`src/rtl/muldiv_pkg.sv`:
```
package muldiv_pkg;
  localparam int SEL_W = 3;
  localparam logic [SEL_W-1:0] SEL_A_LO = 3'd0;
  localparam logic [SEL_W-1:0] SEL_A_HI = 3'd1;
  localparam logic [SEL_W-1:0] SEL_B    = 3'd2;
  localparam logic [SEL_W-1:0] SEL_REM  = 3'd3;
  localparam logic [SEL_W-1:0] SEL_CTRL = 3'd4;
  localparam int CTRL_EN_BIT   = 7;
  localparam int CTRL_MODE_BIT = 0;
endpackage

```
`src/rtl/muldiv_rstsync.sv`:
```
module muldiv_rstsync (
  input  logic clk,
  input  logic rst_n,
  output logic rst_q_n
);
  logic [1:0] sync_q;

  always_ff @(posedge clk or negedge rst_n) begin
    if (!rst_n) sync_q <= 2'b00;
    else        sync_q <= {sync_q[0], 1'b1};
  end

  assign rst_q_n = sync_q[1];
endmodule

```
`src/rtl/muldiv_seq.sv`:
```
module muldiv_seq #(
  parameter int DW = 16
) (
  input  logic clk,
  input  logic rst_n,
  input  logic ctrl_we,
  input  logic ctrl_en,
  input  logic ctrl_mode,
  output logic busy,
  output logic mode_mul,
  output logic start,
  output logic step_en,
  output logic last,
  output logic kill,
  output logic done
);
  localparam int NSTEP_MAX = 2 * DW;
  localparam int CW        = $clog2(NSTEP_MAX);
  localparam logic [CW-1:0] MUL_LAST = CW'(DW - 1);
  localparam logic [CW-1:0] DIV_LAST = CW'(NSTEP_MAX - 1);

  logic [CW-1:0] cnt_q, cnt_n;
  logic          busy_n, mode_n, done_n;
  logic          abort_req, finish;
  logic          cnt_ce, mode_ce;

  assign start     = ctrl_we && ctrl_en && !busy;
  assign abort_req = ctrl_we && !ctrl_en && busy;
  assign last      = busy && (cnt_q == (mode_mul ? MUL_LAST : DIV_LAST));
  assign finish    = last;
  assign kill      = abort_req && !last;
  assign step_en   = busy && !kill;

  always_comb begin
    busy_n = busy;
    if (start)              busy_n = 1'b1;
    else if (finish || kill) busy_n = 1'b0;
    cnt_n  = start ? '0 : cnt_q + CW'(1);
    mode_n = ctrl_mode;
    done_n = finish;
  end

  assign cnt_ce  = start || step_en;
  assign mode_ce = ctrl_we;

  always_ff @(posedge clk or negedge rst_n) begin
    if (!rst_n) begin
      busy     <= 1'b0;
      done     <= 1'b0;
      cnt_q    <= '0;
      mode_mul <= 1'b0;
    end else begin
      busy <= busy_n;
      done <= done_n;
      if (cnt_ce)  cnt_q    <= cnt_n;
      if (mode_ce) mode_mul <= mode_n;
    end
  end
endmodule

```
`src/rtl/muldiv_mulstep.sv`:
```
module muldiv_mulstep #(
  parameter int DW = 16
) (
  input  logic [2*DW-1:0] acc,
  input  logic [DW-1:0]   opb,
  output logic [2*DW-1:0] acc_n
);
  logic [DW:0] sum;

  always_comb begin
    sum   = {1'b0, acc[2*DW-1:DW]} + (acc[0] ? {1'b0, opb} : '0);
    acc_n = {sum, acc[DW-1:1]};
  end
endmodule

```
`src/rtl/muldiv_divstep.sv`:
```
module muldiv_divstep #(
  parameter int DW = 16
) (
  input  logic [2*DW-1:0] acc,
  input  logic [DW-1:0]   rem,
  input  logic [DW-1:0]   opb,
  output logic [2*DW-1:0] acc_n,
  output logic [DW-1:0]   rem_n
);
  logic [DW:0]   shifted;
  logic [DW+1:0] diff;
  logic          ge;

  always_comb begin
    shifted = {rem, acc[2*DW-1]};
    diff    = {1'b0, shifted} - {2'b00, opb};
    ge      = !diff[DW+1];
    rem_n   = ge ? diff[DW-1:0] : shifted[DW-1:0];
    acc_n   = {acc[2*DW-2:0], ge};
  end
endmodule

```
`src/rtl/muldiv_unit.sv`:
```
module muldiv_unit
  import muldiv_pkg::*;
#(
  parameter int DW = 16
) (
  input  logic             clk,
  input  logic             rst_n,
  input  logic             bus_we,
  input  logic [SEL_W-1:0] bus_sel,
  input  logic [DW-1:0]    bus_wdata,
  output logic [DW-1:0]    bus_rdata,
  output logic             done_irq
);
  localparam int AW = 2 * DW;

  logic          rst_q_n;
  logic [AW-1:0] acc_q, acc_n, mul_acc, div_acc;
  logic [DW-1:0] opb_q, opb_n, rem_q, rem_n, div_rem;
  logic          acc_ce, opb_ce, rem_ce;
  logic          wr_alo, wr_ahi, wr_b, ctrl_we;
  logic          busy, mode_mul, start, step_en, last, kill;

  muldiv_rstsync u_rst (
    .clk     (clk),
    .rst_n   (rst_n),
    .rst_q_n (rst_q_n)
  );

  assign wr_alo  = bus_we && (bus_sel == SEL_A_LO);
  assign wr_ahi  = bus_we && (bus_sel == SEL_A_HI);
  assign wr_b    = bus_we && (bus_sel == SEL_B);
  assign ctrl_we = bus_we && (bus_sel == SEL_CTRL);

  muldiv_seq #(.DW(DW)) u_seq (
    .clk       (clk),
    .rst_n     (rst_q_n),
    .ctrl_we   (ctrl_we),
    .ctrl_en   (bus_wdata[CTRL_EN_BIT]),
    .ctrl_mode (bus_wdata[CTRL_MODE_BIT]),
    .busy      (busy),
    .mode_mul  (mode_mul),
    .start     (start),
    .step_en   (step_en),
    .last      (last),
    .kill      (kill),
    .done      (done_irq)
  );

  muldiv_mulstep #(.DW(DW)) u_mul (
    .acc   (acc_q),
    .opb   (opb_q),
    .acc_n (mul_acc)
  );

  muldiv_divstep #(.DW(DW)) u_div (
    .acc   (acc_q),
    .rem   (rem_q),
    .opb   (opb_q),
    .acc_n (div_acc),
    .rem_n (div_rem)
  );

  always_comb begin
    acc_n = acc_q;
    rem_n = rem_q;
    opb_n = opb_q;
    if (step_en) begin
      if (mode_mul) begin
        acc_n = mul_acc;
      end else begin
        acc_n = div_acc;
        rem_n = div_rem;
      end
    end
    if (start) begin
      rem_n = '0;
      if (bus_wdata[CTRL_MODE_BIT]) acc_n[AW-1:DW] = '0;
    end
    if (wr_alo) acc_n[DW-1:0]  = bus_wdata;
    if (wr_ahi) acc_n[AW-1:DW] = bus_wdata;
    if (wr_b)   opb_n          = bus_wdata;
  end

  assign acc_ce = step_en || start || wr_alo || wr_ahi;
  assign rem_ce = step_en || start;
  assign opb_ce = wr_b;

  always_ff @(posedge clk or negedge rst_q_n) begin
    if (!rst_q_n) begin
      acc_q <= '0;
      opb_q <= '0;
      rem_q <= '0;
    end else begin
      if (acc_ce) acc_q <= acc_n;
      if (opb_ce) opb_q <= opb_n;
      if (rem_ce) rem_q <= rem_n;
    end
  end

  always_comb begin
    bus_rdata = '0;
    case (bus_sel)
      SEL_A_LO: bus_rdata = acc_q[DW-1:0];
      SEL_A_HI: bus_rdata = acc_q[AW-1:DW];
      SEL_B:    bus_rdata = opb_q;
      SEL_REM:  bus_rdata = rem_q;
      SEL_CTRL: begin
        bus_rdata[CTRL_EN_BIT]   = busy;
        bus_rdata[CTRL_MODE_BIT] = mode_mul;
      end
      default:  bus_rdata = '0;
    endcase
  end
endmodule

```
`config.mk`:
```
export PLATFORM = sky130hd
export DESIGN_NAME = muldiv_unit
export DESIGN_NICKNAME = d
export VERILOG_FILES = /design/src/rtl/muldiv_pkg.sv /design/src/rtl/muldiv_rstsync.sv /design/src/rtl/muldiv_seq.sv /design/src/rtl/muldiv_mulstep.sv /design/src/rtl/muldiv_divstep.sv /design/src/rtl/muldiv_unit.sv
export SDC_FILE = /design/constraint.sdc
export NUM_CORES = 1
export LEC_CHECK = 0
export BUFFER_PORTS_ARGS = -buffer_cell sky130_fd_sc_hd__buf_2
export CORE_UTILIZATION = 45
export DETAILED_ROUTE_END_ITERATION = 6
export GPL_TIMING_DRIVEN = 0
export SYNTH_ARGS = -nofsm -noshare
export SYNTH_HDL_FRONTEND = slang
export SYNTH_SLANG_ARGS = --single-unit
```
`constraint.sdc`:
```
create_clock -name clk -period 3.1 [get_ports clk]
set_input_delay 0.31 -clock clk [delete_from_list [all_inputs] [get_ports clk]]
set_output_delay 0.31 -clock clk [all_outputs]
set_load 0.01 [all_outputs]
```
Word level (Yosys, flattened, before mapping)
Index checks and enable logic that the tools add are counted.
{"block": "op_classes", "div_mod_pow": 0, "reduce_logical": 26, "mux": 19, "addsub": 3, "bitwise": 0, "n_eq_ne": 6, "shifts": 0, "mul": 0, "n_lt_le_gt_ge": 0}
{"op": "$mux 16", "n": 9}
{"op": "$mux 32", "n": 2}
{"op": "$pmux 8 s4", "n": 1}
{"op": "$pmux 6 s4", "n": 1}
{"op": "$sub 17x16->18", "n": 1}
{"op": "$add 16x17->17", "n": 1}
{"op": "$logic_and 1x1->1", "n": 11}
{"op": "$mux 5", "n": 2}
{"op": "$pmux 1 s5", "n": 2}
{"op": "$eq 3x2->1 const B", "n": 2}
{"op": "$reduce_bool 2->1", "n": 3}
{"op": "$add 5x1->5 const B", "n": 1}
{"op": "$eq 5x5->1", "n": 1}
{"op": "$logic_not 1->1", "n": 5}
{"op": "$logic_or 1x1->1", "n": 4}
{"op": "$eq 3x1->1 const B", "n": 1}
{"op": "$eq 3x3->1 const B", "n": 1}
{"op": "$logic_not 3->1", "n": 1}
{"op": "$reduce_and 3->1", "n": 1}
{"op": "$mux 1", "n": 2}
{"op": "$ne 2x2->1 const B", "n": 1}
{"op": "$reduce_and 2->1", "n": 1}
{"block": "totals", "in_bits": 22, "ramBits": 0, "romBits": 0, "word_cells": 63, "mem_count": 0, "latchBits": 0, "reg_bits": 74, "output_inout_bits": 17}

Depth between registers and ports, before layout
Gate-level depths: netlist (run 1).
{"block": "logic_depth", "depth_word": 11, "mapped_depth": 12, "depth_no_buf": 11}

Modules after synthesis
Synthesis (run 1) repeated with hierarchy kept, for this count alone.
{"block": "unflattened", "cells_unflattened": 713, "hier_area_um2": 6651.4}
{"module": "muldiv_unit", "cells_each": 337, "area_per_inst_um2": 3736.1, "seq_area_each_um2": 1601.5, "instances": 1}
{"module": "muldiv_divstep", "cells_each": 189, "area_per_inst_um2": 1402.6, "seq_area_each_um2": 0.0, "instances": 1}
{"module": "muldiv_mulstep", "cells_each": 134, "area_per_inst_um2": 955.9, "seq_area_each_um2": 0.0, "instances": 1}
{"module": "muldiv_seq", "cells_each": 50, "area_per_inst_um2": 503.0, "seq_area_each_um2": 200.2, "instances": 1}
{"module": "muldiv_rstsync", "cells_each": 3, "area_per_inst_um2": 53.8, "seq_area_each_um2": 50.0, "instances": 1}

Worst setup path after synthesis (run 1)
No wires, ideal clock.
{"block": "synth_path", "path_type": "register to register", "start": "register acc_q[0]", "end": "register acc_q[23]", "n_path_buf": 2, "t_required_ps": 2974, "arrival_time_ps": 2484, "period_less_slack_ps": 2610, "setup_ps": 126, "setup_slack_ps": 490, "path_stages_with_launch": 13, "cell_sequence": "dfrtp_1 clkbuf_1 clkbuf_1 and2_1 ha_1 fa_1 a21oi_1 o211ai_1 a21o_1 a21oi_1 xnor2_1 a211oi_1 o31ai_1"}
{"block": "synth_between", "elab_chain_len": 7}
{"item": "from (decl)", "line_no": "muldiv_unit.sv:17", "source": "logic [AW-1:0] acc_q, acc_n, mul_acc, div_acc;"}
{"item": "from (signal assigned)", "line_no": "muldiv_unit.sv:94", "source": "if (acc_ce) acc_q <= acc_n;"}
{"item": "$mux 16 *", "line_no": "muldiv_mulstep.sv:11", "source": "sum = {1'b0, acc[2*DW-1:DW]} + (acc[0] ? {1'b0, opb} : '0);"}
{"item": "$add 16x17->17 *", "line_no": "muldiv_mulstep.sv:11"}
{"item": "$mux 32 *", "line_no": "muldiv_unit.sv:68", "source": "if (mode_mul) begin"}
{"item": "$mux 32 *", "line_no": "muldiv_unit.sv:67", "source": "if (step_en) begin"}
{"item": "$mux 16", "line_no": "muldiv_unit.sv:77", "source": "if (bus_wdata[CTRL_MODE_BIT]) acc_n[AW-1:DW] = '0;"}
{"item": "$mux 16 *", "line_no": "muldiv_unit.sv:75", "source": "if (start) begin"}
{"item": "$mux 16 *", "line_no": "muldiv_unit.sv:80", "source": "if (wr_ahi) acc_n[AW-1:DW] = bus_wdata;"}
Mark *: on every way between the ends. The rest lies on a longest branch, timed or not. The select of a mux whose other input is x is not followed.
A chain may end at the register's enable or synchronous reset.

Worst setup path after layout (run 1)
{"block": "layout_path", "start": "register acc_q[0]", "end": "register acc_q[31]"}
The elaborated chain is that of the path after synthesis.

==> results of run 1 <==
## logic make-up after synthesis
kind of cell             after synthesis  synth area share (%)
AND/OR/NAND/NOR                      210                  17.8
buffers and inverters                 66                  4.97
other                                  1                0.0653
flip-flops                            74                  32.2
AO/OA/AOI/OAI                        193                  20.6
adder cells (fa/ha/maj)               35                  7.89
XOR/XNOR                              28                  4.27
multiplexers                          51                  12.2
## cells in the mapped netlist (3+ instances only)
master     n  area (um^2)
a211oi_1  12         90.1
nor3_1     6         30.0
a31oi_1    5         31.3
xor2_1    10         87.6
nand2b_1   6         37.5
nor2b_1   22          138
o21bai_1   3         22.5
xnor2_1   18          158
buf_2      5         25.0
clkbuf_1  27          101
nand2_1   64          240
nor2_1    45          169
mux2i_1   33          330
o21a_1     5         37.5
a21o_1     9         67.6
or3_1      5         31.3
o211ai_1   7         52.6
and2_1    16          100
nand3_1   27          135
mux2_2     3         33.8
o31ai_1    5         37.5
nand4_1    3         18.8
dfrtp_1   74         1850
a21oi_1   45          225
and3_1     3         18.8
o21ai_1    6         30.0
and4_1     3         26.3
mux4_2    15          338
ha_1      33          413
inv_1     29          109
a32oi_1    3         26.3
o21ai_0   72          360
## how the worst max path moves through the flow
stage	endpoint	slack, ns	cells after the start
floorplan	acc_q[23]	0.49	12
global placement	u_seq.cnt_q[0]	-0.08	0
detailed placement	acc_q[31]	-0.09	12
CTS	acc_q[31]	0.01	12
global route	acc_q[31]	-0.05	11
finish	acc_q[31]	0.16	11
## routing by layer
metal / GRT usage, % / share of wire [%] / vias to the layer above
met3: 2.42 / 5.4 / 21
met4: 10.0 / 1.9 / 0
met2: 44.5 / 47 / 162
met5: 0 / 0 / -
met1: 38.1 / 45 / 2513
li1: - / - / 2485
## flip-flops by register name, indices dropped and copies added (netlist names)
name,count
opb_q,16
u_seq.mode_mul,1
u_seq.cnt_q,5
u_rst.sync_q,2
acc_q,32
u_seq.busy,1
rem_q,16
u_seq.done,1
## power by group
part	internal [mW]	total, mW	switching [mW]
clock network	0.627	1.03	0.400
registers	1.35	1.85	0.496
logic	1.82	4.02	2.19
## worst max-delay path, cell delays in order (launching register included)
cell      delay [ns]
dfrtp_2         0.46
buf_2           0.19
and2_1          0.15
ha_1            0.23
fa_1            0.44
a21oi_2         0.19
o211ai_1        0.21
nand3_1         0.14
a21boi_0        0.10
o21ai_1         0.23
nor4bb_2        0.36
o21ai_0         0.12
## stage by stage
step / utilization, % / hold slack, ns
after floorplan: - / 0.0144
after global placement: 50.3 / 0.0945
after detailed placement: 50.6 / 0.0982
after CTS: 53.1 / 0.216
after global routing: 53.3 / 0.229
final: 53.3 / 0.206
## layout by cell type, fill, tap and decap left out, types with 3 or more instances in the layout
cell | netlist | final
clkbuf_1 | 27 | 26
nor2_1 | 45 | 45
o21a_1 | 5 | 5
clkbuf_16 | 0 | 9
ha_1 | 33 | 33
o211ai_1 | 7 | 7
or3_1 | 5 | 5
nor3_1 | 6 | 6
o21ai_1 | 6 | 7
a21oi_1 | 45 | 44
o21ai_0 | 72 | 71
nand4_1 | 3 | 3
and2_1 | 16 | 16
buf_2 | 5 | 44
clkbuf_8 | 0 | 4
xor2_1 | 10 | 10
mux2_2 | 3 | 3
a32oi_1 | 3 | 3
xnor2_1 | 18 | 18
a211oi_1 | 12 | 10
mux4_2 | 15 | 15
dfrtp_1 | 74 | 72
mux2i_1 | 33 | 33
nand2b_1 | 6 | 6
o21bai_1 | 3 | 3
o31ai_1 | 5 | 5
a31oi_1 | 5 | 5
inv_1 | 29 | 29
nand3_1 | 27 | 27
nor2b_1 | 22 | 22
and3_1 | 3 | 3
and4_1 | 3 | 3
nand2_1 | 64 | 64
a21o_1 | 9 | 9
## what timing repair did
item / in CTS / in global routing
setup buffers: 1 / 0
hold buffers: 1 / 0
endpoints found under the hold margin: 2 / 0
pin swaps: 1 / 1
endpoints found under the setup margin: 2 / 7
resized for setup: 1 / 8
## area by class of cell
| type | count | area [um^2] | area share, % |
|---|---|---|---|
| timing repair buffer | 41 | 235 | 3.61 |
| buffer | 36 | 174 | 2.67 |
| inverter | 29 | 109 | 1.67 |
| clock buffer | 14 | 284 | 4.36 |
| sequential | 74 | 1860 | 28.5 |
| clock inverter | 2 | 10.0 | 0.154 |
| multi-input combinational | 518 | 3630 | 55.8 |
| tap | 168 | 210 | 3.23 |
==> results, run 1 <==
- The run finished with clean final reports.
- The via count of the first global-routing pass came to 5,061.
- The critical path in this run is classified as reg -> reg.
- 39 I/O pins were placed.
- The summed instance area of the synthesized netlist is 5740 um^2.
- Of the synthesized area, sequential elements account for 32.2%.
- The HPWL after detailed placement is 13.3 mm.
- Before CTS, the worst setup slack after placement is -0.0892 ns.
- The min-delay analysis places its worst path in the category reg -> async.
- The floorplan step set the die height to 115 um.
- The largest fanout of any net on the critical path is 10.
- Counting tap cells, the placed design contains a total of 865 instances.
- STA classifies the critical path startpoint as a register.
- The CTS clock-pin slew for the worst setup and hold paths is 0.06 ns.
- The number of nets in the synthesized netlist is 715.
- The layout overhead on the synthesized area is 13.4%.
- The filler cell count in the final layout is 1,191.
- The max-capacitance violation count is 0.
- The number of cells traversed by the worst register-to-register path is 11.
- The all-layer global routing usage is 27.3%.
- Derived from the worst setup path, the maximum achievable clock frequency is 340 MHz.
- The critical path arrival is 3.15 ns.
- The worst supply voltage drop on vdd is 0.523 mV.
- The first-iteration detailed-routing DRC count is 347.
- In this run the critical register-to-register path is captured at acc_q[31].
- Dividing total power by cell area gives a power density of 1060 nW/um^2.
- Of the cells placed in the final design, the portion with a size suffix greater than 1 is 13.2%.
- The flip-flop and latch count after synthesis is 74.
- Once layout is done, the placed cells without fillers occupy 6510 um^2.
- The final setup skew is 0.00689 ns.
- The gate count after technology mapping is 658.
- The start of the worst register-to-register path is acc_q[0].
- The setup slack of the worst register-to-register path is 0.16 ns.
- The worst setup path is captured at a register.
- The mean number of vias per cell is 5.87.
- The residual overflow from global routing is 0.
- For this design the static power due to leakage is 2.87 nW.
- The standard cell core area is 12,200 um^2.
- The die is 115 um wide.
- The number of different library cells used by synthesis comes to 62.
- The CTS tree is built.
- The number of clock buffers added by TritonCTS is 9.
- The Yosys warning count is 0.
- The final weighted congestion in routability-driven placement is 0.914.
- The mean routed wirelength per cell is 19.1 um.
- After layout, the worst path uses 94.9% of the clock period.
- The fraction of registers with async set or reset after synthesis is 100%.
- Setup violations remaining at the end of the flow were counted as 0.
- The worst pin sits at a relative slew slack of 49.3%.
- The later pin in the worst-skew pair is clocked with a latency of 0.34 ns.
- The total power is 6.89 mW.
- The net count of the finished layout is 766.
- The worst path needs 2.94 ns of the cycle, external delays included.
- Once layout is complete, the cells apart from fillers number 882.
- The total number of clock tree sinks is 74.
- The H-tree depth is 3.
- The count of endpoints failing hold in the final timing report is 0.
- The clock passes through at most 2 buffers.
- The antenna diode count is 0.
- The total negative slack is 0 ns.
- At the worst endpoint, the required time is 3.31 ns.
- Among all flip-flop cells after synthesis, the most frequent one is dfrtp_1.
- The cell at the root of the clock tree is clkbuf_16.
- The number of routed nets with antenna violations is 0.
- Buffers placed on the I/O ports in this run total 38.
- The post-place instance area is 6180 um^2.
- For the pin with the worst max-slew slack, the measured transition is 0.757 ns.
- The floorplan has 40 rows.
- Wires add up to 16.9 mm.
- The final max-slew violation count is 0.
- In the post-route analysis, the smallest setup slack over all paths is 0.160 ns.
- For this run, design rule violations remaining after detail routing come to 0.
- The overall via count from detail_route is 5,181.
- The number of antenna violations at the first check in global routing is 0.
- The synthesized design contains 0 enable-type register cells.
- The first global-routing pass estimated 27.3 mm of wire.
- The initial utilization of the core area, before any placement, comes to 47.0%.
- The synthesized area per cell is 8.73 um^2.
- Entering global routing, the biggest net connects 56 pins.
- The first-pass iteration count of the detailed router is 4.
- The area enclosed by the die boundary is 13,200 um^2.
- In this run the worst setup path begins at acc_q[0].
Power figures use the tool's default switching activity.
==> inputs of run 2 (changes only) <==
Settings changed: RECOVER_POWER from default to 100.
==> results, run 2 (same netlist as run 1, synthesis figures left out) <==
- Run status: completed (unchanged).
- The worst slew slack as a fraction of its limit is 1.83% (was 49.3%).
- The total area of sequential cells came to 1850 um^2 (was 1860 um^2).
- Largest registers: acc_q (32), opb_q (16), rem_q (16) (unchanged).
- The residual overflow from global routing came to 0 (unchanged).
- The critical path arrival is 3.18 ns (was 3.15 ns).
- The post-layout minimum cycle time is 2.96 ns (was 2.94 ns).
- The worst supply voltage drop on vdd is 0.520 mV (was 0.523 mV).
- The CTS tree is built (unchanged).
- The critical path startpoint category was a register (unchanged).
- The sum of net half-perimeters after detailed placement is 13.3 mm (unchanged).
- The number of routed nets with antenna violations came to 0 (unchanged).
- The cell at the root of the clock tree is clkbuf_16 (unchanged).
- The final wirelength is 16.9 mm (about the same).
- The clock latency on the worst-skew pair is 0.34 ns (about the same).
- The mean routed wirelength per cell is 19.2 um (was 19.1 um).
- The count of unresolved DRC violations after routing was 0 (unchanged).
- The final setup skew is 0.00688 ns (was 0.00689 ns).
- The via count of the first global-routing pass was 5,061 (unchanged).
- The all-layer global routing usage is 27.3% (unchanged).
- The footprint of the multi-input gates was 3620 um^2 (was 3630 um^2).
- The final net count is 766 (unchanged).
- The first-pass iteration count of the detailed router was 4 (unchanged).
- The layout overhead on the synthesized area is 12.1% (was 13.4%).
- The total power is 6.84 mW (was 6.89 mW).
- The final max-slew violation count is 0 (unchanged).
- The critical path class is reg -> reg (unchanged).
- The count of buffering cells on the critical path with inverters included was 1 (unchanged).
- The worst-case clock buffer depth came to 2 (unchanged).
- The standard cell core area is 12,200 um^2 (unchanged).
- The final standard cell utilization of the core is 52.7% (was 53.3%).
- The mean number of vias per cell is 5.87 (about the same).
- The wire length of the first global-routing pass came to 27.3 mm (unchanged).
- The die outline height is 115 um (unchanged).
- The area enclosed by the die boundary was 13,200 um^2 (unchanged).
- The number of buffers created by CTS came to 9 (unchanged).
- Most frequent cells in the layout: o21ai_0 (77), dfrtp_1 (73), nand2_1 (64) (was dfrtp_1 (72), o21ai_0 (71), nand2_1 (64)).
- The class of the tightest hold or removal check is in -> reg (was reg -> async).
- The number of antenna violations at the first check in global routing is 0 (unchanged).
- The total negative slack is 0 ns (unchanged).
- The leakage power figure is 2.77 nW (was 2.87 nW).
- The CTS clock-pin slew for the worst setup and hold paths is 0.06 ns (about the same).
- The maximum number of pins on one net before global-route repair is 56 (unchanged).
- The most common cell after layout, fill and taps aside is o21ai_0 (was dfrtp_1).
- The least setup slack across all paths after layout was 0.136 ns (was 0.160 ns).
- The overall via count from detail_route was 5,177 (was 5,181).
- Ordered cell list for the critical path: buf_2, and2_1, ha_1, fa_1, a21oi_2, o211ai_1, nand3_1, a21boi_0, o21ai_1, nor4bb_2, o21ai_0 (unchanged).
- The cell at the slowest stage of the critical path was dfrtp_2 (unchanged).
- The maximum single-stage delay on the critical path is 0.46 ns (about the same).
- The transition time at the pin with the least slew margin is 1.47 ns (was 0.757 ns).
- The first-iteration detailed-routing DRC count is 379 (was 347).
- The data required time of the critical path is 3.31 ns (about the same).
- The largest fanout of any net on the critical path is 10 (unchanged).
- The total number of placement rows was 40 (unchanged).
- The max-capacitance violation count is 0 (unchanged).
- The share of the clock period used by the worst path after layout is 95.6% (was 94.9%).
- The count of input and output buffers is 38 (unchanged).
- The flip-flop count of the largest register, all copies and words added is 32 (unchanged).
- The filler cell count in the final layout is 1,209 (was 1,191).
- The final weighted congestion in routability-driven placement is 0.914 (unchanged).
- The largest delay contributor family on the critical path is compound AO/OA/AOI/OAI gates (unchanged).
- The element type at the critical path end is a register (unchanged).
- The count of endpoints failing hold in the final timing report is 0 (unchanged).
- The worst setup timing slack at the placement stage is -0.0892 ns (unchanged).
- The number of I/O pins came to 39 (unchanged).
- The power density relative to cell area is 1060 nW/um^2 (about the same).
- The most flop-heavy register is acc_q (unchanged).
- The final number of setup-violating endpoints is 0 (unchanged).
- The fraction of layout cells with a size suffix above 1 was 9.38% (was 13.2%).
- The total number of clock tree sinks is 74 (unchanged).
- The H-tree depth is 3 (unchanged).
- The worst slack on hold paths is 0.230 ns (was 0.206 ns).
- The x dimension of the die was 115 um (unchanged).
- The antenna diode count is 0 (unchanged).
- The highest attainable clock frequency was 337 MHz (was 340 MHz).
- The initial core utilization is 47.0% (unchanged).
## run 2: worst reg2reg max path: cells and delay by family, from the launching register on
kind | cells | cell delay (ns)
AO/OA/AOI/OAI | 5 | 0.86
buffers and inverters | 1 | 0.19
AND/OR/NAND/NOR | 3 | 0.66
flip-flops | 1 | 0.46
adder cells (fa/ha/maj) | 2 | 0.67
## run 2: stage by stage
stage / instances / area (um^2)
final: 882 / 6440
after global routing: 882 / 6440
after CTS: 883 / 6490
after detailed placement: 865 / 6180
after global placement: 864 / 6140
after floorplan: 658 / 5740
## run 2: layout make-up
type                       instances  area share (%)
buffer                            36            2.62
timing repair buffer              41            2.93
inverter                          29            1.69
sequential                        74            28.8
clock inverter                     2           0.155
clock buffer                      14            4.41
multi-input combinational        518            56.2
tap                              168            3.26
## run 2: routing by layer
layer / track usage, % / share of wire (%) / routed length, um
met2: 44.5 / 48 / 8050
met1: 38.1 / 46 / 7780
met3: 2.42 / 4.9 / 829
met5: 0 / 0 / 0
met4: 10.0 / 1.6 / 279
## run 2: report_power, final
group | internal (mW) | switching, mW
registers | 1.35 | 0.493
clock network | 0.627 | 0.405
logic | 1.79 | 2.18
total | 3.77 | 3.08
## run 2: repair_timing
| item | 4_1_cts | 5_1_grt |
|---|---|---|
| hold endpoints to repair | 2 | 0 |
| resized for setup | 1 | 8 |
| pin swaps | 1 | 1 |
| buffers inserted | 1 | 0 |
| hold buffers | 1 | 0 |
| endpoints found under the setup margin | 2 | 7 |
## run 2: worst paths after layout
kind                                  from               to  slack (ns)  cells after the start
max                               acc_q[0]        acc_q[31]        0.14                     11
min                           bus_wdata[1]         acc_q[1]        0.23                      3
max reg2reg                       acc_q[0]        acc_q[31]        0.14                     11
min reg2reg                u_rst.sync_q[1]         rem_q[3]        0.30                      0
max in group asynchronous  u_rst.sync_q[1]         acc_q[0]        0.82                      1
min in group asynchronous            rst_n  u_rst.sync_q[1]        0.28                      2
